===== src/rtl/fracn_pkg.sv =====
package fracn_pkg;
  localparam int SWALLOW_W = 4;
  localparam int MAIN_W    = 10;
  localparam int NUMER_W   = 4;
  localparam int FRAC_MOD  = 13;

  typedef struct packed {
    logic load;       // period boundary: capture programmed values
    logic periodEnd;  // last prescaler cycle of the running period
  } divStrobe_t;
endpackage


===== src/rtl/fracn_ctl.sv =====
module fracn_ctl
  import fracn_pkg::*;
#(
  parameter int MW = MAIN_W,
  parameter int AW = SWALLOW_W + 1
) (
  input  logic          clk,
  input  logic          rstN,
  input  logic [MW-1:0] mActive,
  input  logic [AW-1:0] aActive,
  output divStrobe_t    strb,
  output logic          modSel,
  output logic          fpPulse,
  output logic          primed
);
  logic [MW-1:0] cnt;
  logic          primedQ;
  logic          lastCyc;

  assign lastCyc        = primedQ && (cnt == mActive - MW'(1));
  assign strb.periodEnd = lastCyc;
  assign strb.load      = !primedQ || lastCyc;

  always_ff @(posedge clk or negedge rstN) begin
    if (!rstN) begin
      cnt     <= '0;
      primedQ <= 1'b0;
    end else if (strb.load) begin
      cnt     <= '0;
      primedQ <= 1'b1;
    end else begin
      cnt <= cnt + MW'(1);
    end
  end

  assign modSel  = primedQ && (cnt < MW'(aActive));
  assign fpPulse = lastCyc;
  assign primed  = primedQ;
endmodule


===== src/rtl/fracn_dp.sv =====
module fracn_dp
  import fracn_pkg::*;
#(
  parameter int SW  = SWALLOW_W,
  parameter int MW  = MAIN_W,
  parameter int NW  = NUMER_W,
  parameter int MOD = FRAC_MOD
) (
  input  logic          clk,
  input  logic          rstN,
  input  divStrobe_t    strb,
  input  logic [SW-1:0] swallowIn,
  input  logic [MW-1:0] mainIn,
  input  logic [NW-1:0] numerIn,
  output logic [MW-1:0] mActive,
  output logic [SW:0]   aActive,
  output logic [NW-1:0] accVal,
  output logic          clampFlag
);
  localparam logic [NW-1:0] NUM_MAX = NW'(MOD - 1);
  localparam logic [NW:0]   MOD_V   = (NW+1)'(MOD);

  logic          overRange;
  logic [NW-1:0] numEff;
  logic [NW:0]   sum;
  logic          carry;
  logic [NW-1:0] accNext;

  assign overRange = ({1'b0, numerIn} >= MOD_V);
  assign numEff    = overRange ? NUM_MAX : numerIn;
  assign sum       = {1'b0, accVal} + {1'b0, numEff};
  assign carry     = (sum >= MOD_V);
  assign accNext   = carry ? NW'(sum - MOD_V) : NW'(sum);

  always_ff @(posedge clk or negedge rstN) begin
    if (!rstN) begin
      mActive   <= MW'(18);
      aActive   <= '0;
      accVal    <= '0;
      clampFlag <= 1'b0;
    end else if (strb.load) begin
      mActive   <= mainIn;
      aActive   <= {1'b0, swallowIn} + (SW+1)'(carry);
      accVal    <= accNext;
      clampFlag <= overRange;
    end
  end
endmodule


===== src/rtl/fracn_divctl.sv =====
module fracn_divctl
  import fracn_pkg::*;
#(
  parameter int SW  = SWALLOW_W,
  parameter int MW  = MAIN_W,
  parameter int NW  = NUMER_W,
  parameter int MOD = FRAC_MOD
) (
  input  logic          clk,
  input  logic          rstN,
  input  logic [SW-1:0] swallowIn,
  input  logic [MW-1:0] mainIn,
  input  logic [NW-1:0] numerIn,
  output logic          modSel,
  output logic          fpPulse,
  output logic          clampFlag
);
  divStrobe_t    strb;
  logic [MW-1:0] mActive;
  logic [SW:0]   aActive;
  logic [NW-1:0] accVal;
  logic          primed;

  fracn_ctl #(.MW(MW), .AW(SW + 1)) u_ctl (
    .clk(clk), .rstN(rstN), .mActive(mActive), .aActive(aActive),
    .strb(strb), .modSel(modSel), .fpPulse(fpPulse), .primed(primed)
  );

  fracn_dp #(.SW(SW), .MW(MW), .NW(NW), .MOD(MOD)) u_dp (
    .clk(clk), .rstN(rstN), .strb(strb), .swallowIn(swallowIn),
    .mainIn(mainIn), .numerIn(numerIn), .mActive(mActive),
    .aActive(aActive), .accVal(accVal), .clampFlag(clampFlag)
  );
endmodule


===== config.mk =====
export PLATFORM = sky130hd
export DESIGN_NAME = fracn_divctl
export DESIGN_NICKNAME = d
export VERILOG_FILES = /design/src/rtl/fracn_pkg.sv /design/src/rtl/fracn_ctl.sv /design/src/rtl/fracn_dp.sv /design/src/rtl/fracn_divctl.sv
export SDC_FILE = /design/constraint.sdc
export NUM_CORES = 1
export LEC_CHECK = 0
export BUFFER_PORTS_ARGS = -buffer_cell sky130_fd_sc_hd__buf_2
export CORE_ASPECT_RATIO = 0.8
export CORE_MARGIN = 5
export CORE_UTILIZATION = 45
export CTS_CLUSTER_DIAMETER = 120
export CTS_CLUSTER_SIZE = 12
export DETAILED_ROUTE_END_ITERATION = 12
export GPL_ROUTABILITY_DRIVEN = 0
export HOLD_SLACK_MARGIN = 0.03
export MAX_ROUTING_LAYER = met4
export PLACE_DENSITY = 0.66
export RECOVER_POWER = 100
export SYNTH_ARGS = -nofsm -noshare
export SYNTH_HDL_FRONTEND = slang
export SYNTH_SLANG_ARGS = --single-unit

===== constraint.sdc =====
create_clock -name clk -period 8.3 [get_ports clk]
set_input_delay 1.66 -clock clk [delete_from_list [all_inputs] [get_ports clk]]
set_output_delay 1.66 -clock clk [all_outputs]
set_load 0.01 [all_outputs]

==> flow_summary.json <==
{
  "ys_seq_area_share_pct": 36.8,
  "hpwl_um": 2990,
  "cp_max_fo": 5,
  "num_antenna_cells": 0,
  "setup_tns_ns": 0,
  "rows": 22,
  "viasPerCell": 5.18,
  "synth_edf_count": 0,
  "avgRoutedWirePerCell_um": 14.6,
  "slew_headroom_pct": -9.74,
  "num_vias": 1424,
  "tightest_slew_ns": 1.65,
  "antenna_found_initial": 0,
  "reg2regPathDepth": 8,
  "synth_seq_cells": 31,
  "fp.dieArea_um2": 6180,
  "postSynthAreaPerCell_um2": 11.2,
  "cap_violations": 1,
  "ioPinCount": 23,
  "drc": 0,
  "min_path_cells": 1,
  "cp.required_ns": 8.47,
  "criticalPathCategory": "input pin to register",
  "grt_pass1_vias": 1397,
  "synth_nets": 224,
  "worstSetupStartpointType": "input pin",
  "portBuffers": 22,
  "yosysWarnings": 0,
  "cp_data_arrival_time_ns": 4.35,
  "ctsRootBufferMaster": "clkbuf_8",
  "drive_above_1_share_pct": 18.6,
  "synth_ff_type": "dfrtp_1",
  "core_um2": 4570,
  "path_clk_slew_ns": 0.07,
  "nNetsFinal": 249,
  "status": "finished, violations left",
  "hold_violations": 0,
  "clockBufferDepth": 2,
  "violations": "max-capacitance violations, max-slew violations",
  "setup_viol": 0,
  "die_h_um": 71.3,
  "synth_area_um2": 2110,
  "drt_iter0_markers": 54,
  "design_area_um2": 2320,
  "hold_ws_ns": 0.520,
  "synth.distinct_cells": 44,
  "grt.total_usage_pct": 14.4,
  "drt_first_pass_iters": 4,
  "rsz0062_at_grt": "false",
  "grt_overflow": 0,
  "clkPwrFrac_pct": 27.1,
  "powerDensity_nw_per_um2": 249,
  "initial_core_util_pct": 46.2,
  "fin_worst_skew_ns": 0.0114,
  "hp-start": "u_dp.accVal[3]",
  "wl_um": 4030,
  "cts-htree-levels": 2,
  "hp-class": "register to register",
  "fin_crit_sh_pct": 50.3,
  "endpoint_kind": "register",
  "leakagePower_nw": 1.11,
  "power_frac_seq_pct": 34.8,
  "grt_pass1_wl_um": 6700,
  "grt_max_degree": 32,
  "fmax_mhz": 239,
  "cts_tree": "yes",
  "die_w_um": 86.6,
  "async_flop_share_pct": 100,
  "p_sw_uw": 192,
  "cts_hold_buf": 0,
  "placed_cell_area_um2": 2270,
  "intPower_uw": 384,
  "worstReg2RegStart": "u_dp.mActive[0]",
  "finalMaxSlewViolations": 32,
  "comb_power_share_pct": 38.1,
  "synth_cells": 189,
  "clk_latency_ns": 0.29,
  "drtAntennaViolNets": 0,
  "fin_crit_ns": 4.18,
  "cts_buffers": 5,
  "area_growth_syn_to_layout_pct": 9.59,
  "cts_setup_buffers": 0,
  "netSwitchingFraction_pct": 33.3,
  "cts_resized": 0,
  "clock_sinks": 31,
  "irDropWorstVdd_mv": 0.119,
  "startpoint": "numerIn[3]"
}
worst max-delay path: stages:
cell      delay (ns)
buf_2           0.13
a21boi_0        0.34
fa_1            0.55
inv_1           0.12
ha_1            0.18
o31ai_1         0.07
o31ai_1         0.50
ha_1            0.27
ha_1            0.23
mux2_1          0.29
sequential cells by signal, indices dropped and copies added, names as in the netlist:
signal,flops
u_ctl.cnt,10
u_dp.mActive,10
u_dp.aActive,5
u_dp.accVal,4
u_ctl.primed,1
u_dp.clampFlag,1
stage by stage:
stage          setup WS, ns  utilization (%)  instances  power (mW)
2_1_floorplan          4.26                -        189       0.396
3_3_place_gp           4.03             49.7        267       0.439
3_5_place_dp           3.86             49.7        267       0.446
4_1_cts                4.16             52.3        275       0.605
5_1_grt                3.94             50.7        275       0.620
6_report               4.12             50.7        275       0.577
cells in the final DEF, fill, tap and decap left out, types with 7 or more instances in the layout:
cell and n:
dfrtp_1 29, buf_2 17, inv_1 12, mux2_4 7, ha_1 14, nand3_1 7, mux2_1 8, xnor2_1 14
nor2_1 7, xor2_1 11
cells by family after synthesis:
family / synth area share, %
muxes: 14.1
other: 0.177
DFF: 36.8
AOI/OAI and AO/OA: 10.5
buffers and inverters: 3.73
adders and majority gates: 9.24
xor gates and xnor gates: 10.4
and+or+nand+nor: 15.1
cell usage after synthesis (3+ instances only):
cell / n / area (µm²)
dfrtp_1: 29 / 726
mux2_4: 15 / 225
ha_1: 14 / 175
xnor2_1: 14 / 123
inv_1: 12 / 45.0
and2_1: 11 / 68.8
xor2_1: 11 / 96.3
nand3_1: 7 / 35.0
nor2_1: 7 / 26.3
a21o_1: 5 / 37.5
mux2i_1: 5 / 50.1
nand2_1: 4 / 15.0
nor3_1: 4 / 20.0
a21oi_1: 3 / 15.0
and3_1: 3 / 18.8
clkbuf_1: 3 / 11.3
o21ai_0: 3 / 15.0
worst paths after layout:
check | to | slack (ns)
worst max-delay path | u_dp.aActive[1] | 4.12
worst min-delay path | u_dp.accVal[3] | 0.52
worst max register to register | u_dp.aActive[1] | 4.53
worst min register to register | u_dp.accVal[3] | 0.52
max in group asynchronous | u_ctl.cnt[9] | 5.55
min in group asynchronous | u_ctl.cnt[2] | 1.78
area by class of cell:
| type | instances | area [µm²] |
|---|---|---|
| Fill cell | 450 | 2250 |
| Multi-Input combinational cell | 141 | 1190 |
| Sequential cell | 31 | 778 |
| Timing Repair Buffer | 23 | 108 |
| Clock buffer | 6 | 82.6 |
| Tap cell | 60 | 75.1 |
| Inverter | 12 | 45.0 |
| Clock inverter | 2 | 35.0 |
metal layers:
metal / track usage, % / share of wire (%)
met5: - / 0
met1: 20.5 / 52
met4: 5.71 / 1.8
met2: 19.4 / 42
met3: 3.56 / 3.9
power groups by stage:
stage               registers [mW]  clock network [mW]  logic [mW]
global route                 0.205               0.168       0.247
CTS                          0.201               0.160       0.244
global placement             0.204                   0       0.235
detailed placement           0.203                   0       0.243
floorplan                    0.196                   0       0.199
finish                       0.201               0.156       0.220
Note: power is estimated with default switching activity, not from simulation.
